File: src/rtl/swm_pkg.sv
package swm_pkg;

  typedef enum logic [2:0] {
    RX_IDLE,
    RX_START,
    RX_DATA,
    RX_STOP,
    RX_WAIT
  } rx_state_t;

  typedef enum logic [1:0] {
    TX_IDLE,
    TX_HOLD,
    TX_BITS
  } tx_state_t;

  // clocks per bit for the chosen divisor
  function automatic int unsigned bit_clocks(input logic sel,
                                             input int unsigned ext_div,
                                             input int unsigned int_div);
    return sel ? int_div : ext_div;
  endfunction

  // clocks from a start edge to the centre of the start bit
  function automatic int unsigned half_clocks(input logic sel,
                                              input int unsigned ext_div,
                                              input int unsigned int_div);
    return bit_clocks(sel, ext_div, int_div) / 2;
  endfunction

  function automatic int unsigned cnt_width(input int unsigned a,
                                            input int unsigned b);
    int unsigned m;
    m = (a > b) ? a : b;
    return (m > 2) ? $clog2(m) : 1;
  endfunction

endpackage

File: src/rtl/swm_sync.sv
module swm_sync #(
  parameter int unsigned STAGES = 2
) (
  input  logic clk,
  input  logic rst_n,
  input  logic d,
  output logic q
);
  logic [STAGES-1:0] ff;

  // reset to the idle (mark) level so no false start is seen
  always_ff @(posedge clk or negedge rst_n) begin
    if (!rst_n) ff <= '1;
    else        ff <= {ff[STAGES-2:0], d};
  end

  assign q = ff[STAGES-1];
endmodule

File: src/rtl/swm_bit_timer.sv
module swm_bit_timer
  import swm_pkg::*;
#(
  parameter int unsigned DIV_EXT = 256,
  parameter int unsigned DIV_INT = 335,
  parameter int unsigned CNT_W   = 9
) (
  input  logic clk,
  input  logic rst_n,
  input  logic div_sel,
  input  logic restart,
  input  logic half_sel,
  output logic tick
);
  logic [CNT_W-1:0] cnt;
  logic [CNT_W-1:0] lim;

  always_comb begin
    if (half_sel) lim = CNT_W'(half_clocks(div_sel, DIV_EXT, DIV_INT) - 1);
    else          lim = CNT_W'(bit_clocks(div_sel, DIV_EXT, DIV_INT) - 1);
  end

  assign tick = !restart && (cnt == lim);

  always_ff @(posedge clk or negedge rst_n) begin
    if (!rst_n)               cnt <= '0;
    else if (restart || tick) cnt <= '0;
    else                      cnt <= cnt + 1'b1;
  end
endmodule

File: src/rtl/swm_rx.sv
module swm_rx
  import swm_pkg::*;
#(
  parameter int unsigned DATA_BITS = 8,
  parameter int unsigned DIV_EXT   = 256,
  parameter int unsigned DIV_INT   = 335,
  parameter int unsigned CNT_W     = 9
) (
  input  logic                 clk,
  input  logic                 rst_n,
  input  logic                 div_sel,
  input  logic                 rx_s,
  input  logic                 hold_off,
  output logic [DATA_BITS-1:0] rx_data,
  output logic                 rx_valid,
  output logic                 brk_evt,
  output logic                 rx_idle
);
  localparam int unsigned BIT_W = (DATA_BITS > 2) ? $clog2(DATA_BITS) : 1;

  rx_state_t            state;
  logic [DATA_BITS-1:0] sh;
  logic [BIT_W-1:0]     bcnt;
  logic                 tick;
  logic                 restart;
  logic                 half_sel;

  assign restart  = (state == RX_IDLE) && !rx_s && !hold_off;
  assign half_sel = (state == RX_START);
  assign rx_idle  = (state == RX_IDLE);

  swm_bit_timer #(
    .DIV_EXT(DIV_EXT),
    .DIV_INT(DIV_INT),
    .CNT_W  (CNT_W)
  ) u_timer (
    .clk     (clk),
    .rst_n   (rst_n),
    .div_sel (div_sel),
    .restart (restart),
    .half_sel(half_sel),
    .tick    (tick)
  );

  always_ff @(posedge clk or negedge rst_n) begin
    if (!rst_n) begin
      state    <= RX_IDLE;
      sh       <= '0;
      bcnt     <= '0;
      rx_data  <= '0;
      rx_valid <= 1'b0;
      brk_evt  <= 1'b0;
    end else begin
      rx_valid <= 1'b0;
      brk_evt  <= 1'b0;
      if (hold_off) begin
        state <= RX_WAIT;
      end else begin
        case (state)
          RX_IDLE: if (!rx_s) state <= RX_START;
          RX_START: if (tick) begin
            if (rx_s) state <= RX_IDLE;        // noise, no start bit
            else begin
              state <= RX_DATA;
              bcnt  <= '0;
            end
          end
          RX_DATA: if (tick) begin
            sh <= {rx_s, sh[DATA_BITS-1:1]};
            if (bcnt == BIT_W'(DATA_BITS - 1)) state <= RX_STOP;
            else                               bcnt  <= bcnt + 1'b1;
          end
          RX_STOP: if (tick) begin
            if (rx_s) begin
              rx_data  <= sh;
              rx_valid <= 1'b1;
              state    <= RX_IDLE;
            end else begin
              brk_evt <= (sh == '0);           // all-zero frame = break
              state   <= RX_WAIT;
            end
          end
          RX_WAIT: if (rx_s) state <= RX_IDLE;
          default: state <= RX_IDLE;
        endcase
      end
    end
  end
endmodule

File: src/rtl/swm_tx.sv
module swm_tx
  import swm_pkg::*;
#(
  parameter int unsigned DATA_BITS = 8,
  parameter int unsigned HOLD_BITS = 2,
  parameter int unsigned DIV_EXT   = 256,
  parameter int unsigned DIV_INT   = 335,
  parameter int unsigned CNT_W     = 9
) (
  input  logic                 clk,
  input  logic                 rst_n,
  input  logic                 div_sel,
  input  logic                 start_byte,
  input  logic                 start_brk,
  input  logic [DATA_BITS-1:0] byte_in,
  output logic                 line_oe,
  output logic                 line_out,
  output logic                 busy
);
  // a character and a break echo both span start + data + one more bit
  localparam int unsigned FRAME  = DATA_BITS + 2;
  localparam int unsigned FR_W   = $clog2(FRAME);
  localparam int unsigned HOLD_W = (HOLD_BITS > 2) ? $clog2(HOLD_BITS) : 1;

  tx_state_t         state;
  logic [FRAME-1:0]  sh;
  logic [FR_W-1:0]   bcnt;
  logic [HOLD_W-1:0] hcnt;
  logic              tick;
  logic              restart;

  assign restart = (state == TX_IDLE) && (start_byte || start_brk);

  swm_bit_timer #(
    .DIV_EXT(DIV_EXT),
    .DIV_INT(DIV_INT),
    .CNT_W  (CNT_W)
  ) u_timer (
    .clk     (clk),
    .rst_n   (rst_n),
    .div_sel (div_sel),
    .restart (restart),
    .half_sel(1'b0),
    .tick    (tick)
  );

  always_ff @(posedge clk or negedge rst_n) begin
    if (!rst_n) begin
      state <= TX_IDLE;
      sh    <= '1;
      bcnt  <= '0;
      hcnt  <= '0;
    end else begin
      case (state)
        TX_IDLE: begin
          if (start_brk) begin
            state <= TX_HOLD;
            hcnt  <= '0;
            sh    <= '0;
          end else if (start_byte) begin
            state <= TX_BITS;
            bcnt  <= '0;
            sh    <= {1'b1, byte_in, 1'b0};
          end
        end
        TX_HOLD: if (tick) begin
          if (hcnt == HOLD_W'(HOLD_BITS - 1)) begin
            state <= TX_BITS;
            bcnt  <= '0;
            sh    <= '0;
          end else begin
            hcnt <= hcnt + 1'b1;
          end
        end
        TX_BITS: if (tick) begin
          sh <= {1'b1, sh[FRAME-1:1]};
          if (bcnt == FR_W'(FRAME - 1)) state <= TX_IDLE;
          else                          bcnt  <= bcnt + 1'b1;
        end
        default: state <= TX_IDLE;
      endcase
    end
  end

  assign line_oe  = (state != TX_IDLE);
  assign line_out = (state == TX_HOLD) || ((state == TX_BITS) ? sh[0] : 1'b1);
  assign busy     = line_oe;
endmodule

File: src/rtl/swire_mon_port.sv
module swire_mon_port
  import swm_pkg::*;
#(
  parameter int unsigned DATA_BITS   = 8,
  parameter int unsigned DIV_EXT     = 256,
  parameter int unsigned DIV_INT     = 335,
  parameter int unsigned HOLD_BITS   = 2,
  parameter int unsigned SYNC_STAGES = 2
) (
  input  logic                 clk,
  input  logic                 rst_n,
  input  logic                 div_sel,
  output logic                 line_oe,
  output logic                 line_out,
  input  logic                 line_in,
  output logic [DATA_BITS-1:0] rx_data,
  output logic                 rx_valid,
  input  logic [DATA_BITS-1:0] tx_data,
  input  logic                 tx_valid,
  output logic                 tx_ready
);
  localparam int unsigned CNT_W = cnt_width(DIV_EXT, DIV_INT);

  // named internal events, visible to the bound checker
  logic rx_s;
  logic brk_evt;
  logic rx_idle;
  logic tx_busy;
  logic tx_accept;

  swm_sync #(.STAGES(SYNC_STAGES)) u_sync (
    .clk  (clk),
    .rst_n(rst_n),
    .d    (line_in),
    .q    (rx_s)
  );

  swm_rx #(
    .DATA_BITS(DATA_BITS),
    .DIV_EXT  (DIV_EXT),
    .DIV_INT  (DIV_INT),
    .CNT_W    (CNT_W)
  ) u_rx (
    .clk     (clk),
    .rst_n   (rst_n),
    .div_sel (div_sel),
    .rx_s    (rx_s),
    .hold_off(tx_busy),
    .rx_data (rx_data),
    .rx_valid(rx_valid),
    .brk_evt (brk_evt),
    .rx_idle (rx_idle)
  );

  // half duplex: accept only when both directions are quiet
  assign tx_ready  = !tx_busy && rx_idle;
  assign tx_accept = tx_valid && tx_ready;

  swm_tx #(
    .DATA_BITS(DATA_BITS),
    .HOLD_BITS(HOLD_BITS),
    .DIV_EXT  (DIV_EXT),
    .DIV_INT  (DIV_INT),
    .CNT_W    (CNT_W)
  ) u_tx (
    .clk       (clk),
    .rst_n     (rst_n),
    .div_sel   (div_sel),
    .start_byte(tx_accept),
    .start_brk (brk_evt),
    .byte_in   (tx_data),
    .line_oe   (line_oe),
    .line_out  (line_out),
    .busy      (tx_busy)
  );
endmodule

File: config.mk
export PLATFORM = sky130hd
export DESIGN_NAME = swire_mon_port
export DESIGN_NICKNAME = d
export VERILOG_FILES = /design/src/rtl/swm_pkg.sv /design/src/rtl/swm_sync.sv /design/src/rtl/swm_bit_timer.sv /design/src/rtl/swm_rx.sv /design/src/rtl/swm_tx.sv /design/src/rtl/swire_mon_port.sv
export SDC_FILE = /design/constraint.sdc
export NUM_CORES = 1
export LEC_CHECK = 0
export CORE_ASPECT_RATIO = 1.4
export CORE_MARGIN = 1.5
export CORE_UTILIZATION = 41
export DETAILED_ROUTE_END_ITERATION = 16
export MAX_ROUTING_LAYER = met4
export PLACE_DENSITY = 0.62
export SLEW_MARGIN = 15
export SYNTH_ARGS = -nofsm -noshare
export SYNTH_HDL_FRONTEND = slang
export SYNTH_SLANG_ARGS = --single-unit
File: constraint.sdc
create_clock -name clk -period 4.1 [get_ports clk]
set_input_delay 0.82 -clock clk [delete_from_list [all_inputs] [get_ports clk]]
set_output_delay 0.82 -clock clk [all_outputs]
set_load 0.1 [all_outputs]
==> key figures, run 1 <==
Synth
  – Top_reg_cell synth: dfrtp_1
  – FF+latch count, synth: 61
  – Post-synthesis sequential area ratio: 0.489
  – Cell variety after synth: 55
  – Synth Instances: 276
  – Mapped Nets: 301
  – Mapped cell area: 3150 sq um
  – Syn_area_per_cell: 11.4 sq um
  – Yosys warns: 0
  – Async SR Flop Fraction: 1.00
  – Number of flops mapped to enable cells by yosys: 0

Drt
  – DR iter-0 viols: 90
  – Routed wire length: 5690 microns
  – DR vias: 2102
  – Via density: 5.16
  – Drt drc: 0
  – WL/cell: 14.0 microns
  – Routed Antenna Nets: 0
  – Pre-Repair DR Iteration Count: 4

Finish
  – Layout cell share with drive strength beyond 1: 0.235
  – Finished Core Util: 0.494
  – Net count, final: 330
  – Area added between synthesis and finish: 15.9%
  – Design area: 3660 sq um
  – Diodes inserted: 0

GRT
  – Grt ovf: 0
  – Number of global-route vias before repair: 2071
  – Largest net degree at the start of global routing: 48
  – Global-route wire length before repair: 9650 microns
  – Initial antenna violation count: 0
  – Global-route usage over all layers: 0.153

Setup path
  – Crit-path max FO: 10
  – CP startpoint kind: register
  – Critical path arrival: 2.72 ns
  – Cell mode on critical path: inv_1
  – Slowest stage delay, CP: 0.97 ns
  – WS Path Type: reg -> out
  – Critical path cell sequence: inv_1, ha_1, inv_1, or3_1, clkdlybuf4s50_1
  – Crit. End Element: output pin
  – WP data required: 3.28 ns
  – CP max-delay cell: clkdlybuf4s50_1

STA
  – Worst Max-Slew Pin Slew: 0.966 ns
  – Final Hold Vio Count: 0
  – Final Cycle Share: 0.864
  – Setup_tns: 0 ns
  – Fmax: 282 MHz
  – Setup Skew: 0.0128 ns
  – Final-report setup violation count: 0
  – Max_slew headroom: 0.354
  – Final Critical Period: 3.54 ns
  – RSZ-0062 raised after global routing: no
  – Setup ws final: 0.559 ns
  – Slew Viols, Final: 0

Die
  – Die W: 77.1 microns
  – Die Span Y: 107 microns
  – Die Area: 8240 sq um
  – Initial core utilization: 0.426
  – Core area: 7410 sq um
  – # IOs: 25
  – Rows: 37

Clock network
  – Clock net sink count: 61
  – CTS buffer count: 9
  – Post-CTS Setup Bufs: 0
  – Clk slew on worst S/H paths: 0.07 ns
  – Clk_lat worst skew: 0.34 ns
  – Post-CTS Hold Fix Bufs: 0
  – Clock root cell: clkbuf_8
  – CTS tree: built
  – CTS H-Tree Depth: 3
  – Post-cts resize count: 0
  – Clk buf depth: 2

Worst hold path
  – Worst Hold Class: reg -> reg

Pwr
  – Pwr/cell area: 310 nW/um^2
  – Tot Pwr: 1.13 mW
  – Leakage dissipation: 1.70 nW
  – Worst vdd rail ir drop: 0.195 mV

Placed design
  – # port buffers: 24
  – Pre-CTS WS: 0.630 ns
  – Hpwl dp: 3870 microns
  – Routability cong.: 0.837
  – Placed instance area: 3470 sq um

Run
  – Max Cap Violations: 0

Status
  – Status: complete, no violations
[metal layers]
| metal | GRT usage | wire (microns) |
|---|---|---|
| met1 | 0.184 | 2710 |
| met5 | - | 0 |
| met3 | 0.0357 | 152 |
| met2 | 0.241 | 2800 |
| met4 | 0.0766 | 29 |
[cell families (layout without fill, tap and decap cells)]
group,count (synthesis),count (layout),share of synthesized area
buffers and inverters,20,54,0.0297
xor gates and xnor gates,16,16,0.0444
AOI/OAI and AO/OA,39,39,0.0984
DFF,61,61,0.489
and+or+nand+nor,99,99,0.179
muxes,29,29,0.112
adders and majority gates,12,12,0.0476
[critical path, delay by kind of cell, from the launching register on]
kind,cells,cell delay [ns]
buffers and inverters,3,1.24
and+or+nand+nor,1,0.39
adders and majority gates,1,0.35
DFF,1,0.41
[synthesized netlist by cell type (4+ instances only)]
cell,n,area (sq um)
dfrtp_1,49,1230
mux2_4,8,120
o21ai_0,9,45.0
ha_1,12,150
xor2_1,10,87.6
xnor2_1,6,52.6
nand2_1,12,45.0
nand3_1,11,55.1
dfstp_2,12,315
a22o_1,10,87.6
inv_1,12,45.0
nor2_1,32,120
nor3_1,6,30.0
clkbuf_1,4,15.0
mux2_2,18,203
nand3b_1,4,30.0
[report_power, final]
group | internal (mW) | switching (mW)
Clock | 0.240 | 0.256
Combinational | 0.0145 | 0.0163
Sequential | 0.605 | 0.00184
Total | 0.859 | 0.274
[metrics by stage]
stage | hold slack, ns | instances
finish | 0.364 | 407
global route | 0.373 | 407
CTS | 0.365 | 407
detailed placement | 0.355 | 391
global placement | 0.346 | 391
floorplan | 0.345 | 276
[path summary, 6_finish.rpt]
path,end,cells past startpoint,from,slack (ns)
worst max-delay path,line_out,5,u_tx.state[0]$_DFFE_PN0P_,0.56
worst min-delay path,u_sync.ff[1]$_DFF_PN1_,0,u_sync.ff[0]$_DFF_PN1_,0.36
worst max register to register,u_rx.rx_data[4]$_DFFE_PN0P_,7,u_rx.state[0]$_DFFE_PN0P_,1.23
worst min register to register,u_sync.ff[1]$_DFF_PN1_,0,u_sync.ff[0]$_DFF_PN1_,0.36
max in group asynchronous,u_tx.sh[9]$_DFFE_PN1P_,2,rst_n,2.90
min in group asynchronous,u_tx.u_timer.cnt[7]$_DFF_PN0_,1,rst_n,0.49
[state kept, by name (all words and copies together) (netlist names), 3 cells and up]
name and flops:
u_tx.sh 10, u_rx.u_timer.cnt 9, u_tx.u_timer.cnt 9, u_rx.rx_data 8, u_rx.sh 8, u_tx.bcnt 4
u_rx.bcnt 3, u_rx.state 3
[cell type report]
cell class	instances	area, sq um
timing repair buffer	26	248
multi-input combinational	195	1520
clock inverter	6	45.0
inverter	12	45.0
fill	704	3750
tap	97	121
clock buffer	10	138
sequential	61	1540
[placed cells by master, fill, tap and decap left out, types with 3 or more instances in the layout]
master / netlist / final
buf_4: 1 / 5
xor2_1: 10 / 10
o21ai_0: 9 / 9
mux2i_1: 3 / 3
nand2b_1: 3 / 3
clkbuf_8: 0 / 10
mux2_4: 8 / 8
nand2_1: 12 / 12
mux2_2: 18 / 18
nor3_1: 6 / 6
a22o_1: 10 / 10
dfstp_2: 12 / 12
nand3_1: 11 / 11
nor2b_1: 3 / 3
clkdlybuf4s50_1: 0 / 21
nand3b_1: 4 / 4
a21oi_1: 3 / 3
ha_1: 12 / 12
nor2_1: 32 / 32
and2_1: 3 / 3
inv_1: 12 / 12
xnor2_1: 6 / 6
dfrtp_1: 49 / 49
nand4_1: 3 / 3
(Power assumes the default switching activity.)
==> run 2, diff against run 1 <==
Settings changed: CORE_MARGIN 1.5 to 4, TNS_END_PERCENT set to 10.
==> run 2 against run 1 <==
- non-clock buffer count is the same
- total power shrank 2.1%
- first-iteration DRC count is 14% higher
- global-route usage decreased by 0.75 points
- clock skew is 0.0053 ns lower
- via count rose by 0.24%
- critical path depth rose by 2
==> key figures, run 2 (same netlist as run 1, synthesis figures left out) <==
GRT
  – Grt ovf: 0
  – Number of global-route vias before repair: 2096
  – Largest net degree at the start of global routing: 35
  – Global-route usage over all layers: 0.146
  – Initial antenna violation count: 0
  – Global-route wire length before repair: 9980 microns

Setup path
  – Crit-path max FO: 8
  – Critical path cell sequence: clkdlybuf4s50_1, ha_1, or3b_1, a211oi_1, nand2_2, nor3_4, mux2_2
  – R2r setup slk: 1.24 ns
  – CP max-delay cell: clkdlybuf4s50_1
  – Crit path max-delay family: simple AND/OR/NAND/NOR gates
  – Slowest stage delay, CP: 0.56 ns
  – Crit. End Element: register
  – Critical path arrival: 3.30 ns
  – CP startpoint kind: input pin
  – Crit path buffers/inverters: 1
  – WP data required: 4.32 ns
  – WS Path Type: in -> reg

STA
  – Final Cycle Share: 0.752
  – RSZ-0062 raised after global routing: no
  – Final Hold Vio Count: 0
  – Hold slack: 0.358 ns
  – Setup Skew: 0.00749 ns
  – Max_slew headroom: 0.348
  – Final Critical Period: 3.08 ns
  – Worst Max-Slew Pin Slew: 0.974 ns
  – Slew Viols, Final: 0
  – Fmax: 324 MHz
  – Setup_tns: 0 ns
  – Final-report setup violation count: 0

Finish
  – Biggest register: u_tx.sh
  – Largest registers: u_tx.sh: 10 flops, u_rx.u_timer.cnt: 9 flops, u_tx.u_timer.cnt: 9 flops
  – Non-Filler Instances: 407
  – Diodes inserted: 0
  – Most frequent cells in the layout: dfrtp_1, nor2_1, clkdlybuf4s50_1
  – Max reg flops: 10
  – Layout cell share with drive strength beyond 1: 0.239
  – Filler instances: 702
  – Design area: 3650 sq um
  – Area added between synthesis and finish: 15.6%
  – Net count, final: 330
  – Area of the multi-input gates: 1520 sq um
  – Most common cell after layout, fill and taps aside: dfrtp_1
  – Sequential cell area: 1540 sq um

Placed design
  – Hpwl dp: 4000 microns
  – Cell Count Post-Placement: 391
  – # port buffers: 24
  – Placed instance area: 3470 sq um
  – Routability cong.: 0.798

Worst hold path
  – Worst Hold Class: reg -> reg

Status
  – Status: complete, no violations

Pwr
  – Tot Pwr: 1.11 mW
  – Leakage dissipation: 1.69 nW
  – Pwr/cell area: 304 nW/um^2
  – Worst vdd rail ir drop: 0.208 mV

Drt
  – Routed wire length: 5710 microns
  – DR iter-0 viols: 103
  – Drt drc: 0
  – Via density: 5.18
  – DR vias: 2107
  – Pre-Repair DR Iteration Count: 4
  – Routed Antenna Nets: 0
  – WL/cell: 14.0 microns

Die
  – Die W: 82.1 microns
  – Rows: 37
  – Initial core utilization: 0.426
  – Die Span Y: 112 microns
  – # IOs: 25
  – Core area: 7410 sq um
  – Die Area: 9180 sq um

Clock network
  – Post-cts resize count: 0
  – Post-CTS Setup Bufs: 0
  – Post-CTS Hold Fix Bufs: 0
  – CTS buffer count: 9
  – Clk slew on worst S/H paths: 0.07 ns
  – Clock root cell: clkbuf_8
  – Clock net sink count: 61
  – CTS tree: built
  – Clk_lat worst skew: 0.34 ns
  – Clk buf depth: 2
  – CTS H-Tree Depth: 3

Run
  – Max Cap Violations: 0
## run 2: report_power, final
group | internal, mW | switching [mW] | total [mW]
logic | 0.0142 | 0.0158 | 0.0300
registers | 0.605 | 0.00177 | 0.607
clock network | 0.233 | 0.239 | 0.472
total | 0.852 | 0.257 | 1.11
## run 2: final timing paths
| kind | start | depth (start not counted) | to |
|---|---|---|---|
| setup / recovery | div_sel | 7 | u_rx.rx_data[7]$_DFFE_PN0P_ |
| hold / removal | u_sync.ff[0]$_DFF_PN1_ | 0 | u_sync.ff[1]$_DFF_PN1_ |
| setup reg to reg | u_rx.state[0]$_DFFE_PN0P_ | 8 | u_rx.rx_data[7]$_DFFE_PN0P_ |
| hold reg to reg | u_sync.ff[0]$_DFF_PN1_ | 0 | u_sync.ff[1]$_DFF_PN1_ |
| max in group asynchronous | rst_n | 2 | u_sync.ff[0]$_DFF_PN1_ |
| min in group asynchronous | rst_n | 1 | u_tx.u_timer.cnt[7]$_DFF_PN0_ |
## run 2: layout make-up
type | count | area share
Sequential cell | 61 | 0.423
Multi-Input combinational cell | 195 | 0.417
Timing Repair Buffer | 26 | 0.0666
Clock buffer | 10 | 0.0377
Tap cell | 97 | 0.0333
Inverter | 12 | 0.0124
Clock inverter | 6 | 0.0106
## run 2: per-layer routing
metal / vias up / track usage / share of wire
li1: 1039 / - / -
met1: 1034 / 0.182 / 0.47
met2: 28 / 0.215 / 0.50
met3: 6 / 0.0485 / 0.023
met4: 0 / 0.0576 / 0.015
met5: - / - / 0
## run 2: worst reg2reg max path: cells and delay by family (launching register included)
family | cells | cell delay (ns)
flip-flops | 1 | 0.60
adder cells (fa/ha/maj) | 1 | 0.15
multiplexers | 1 | 0.39
AND/OR/NAND/NOR | 4 | 1.19
buffers and inverters | 1 | 0.09
AO/OA/AOI/OAI | 1 | 0.34
## run 2: per-stage QoR
step | utilization | setup WS [ns]
CTS | 0.492 | 0.981
detailed placement | 0.468 | 0.618
global placement | 0.468 | 0.659
floorplan | - | 0.346
finish | 0.492 | 1.02
global route | 0.492 | 0.831
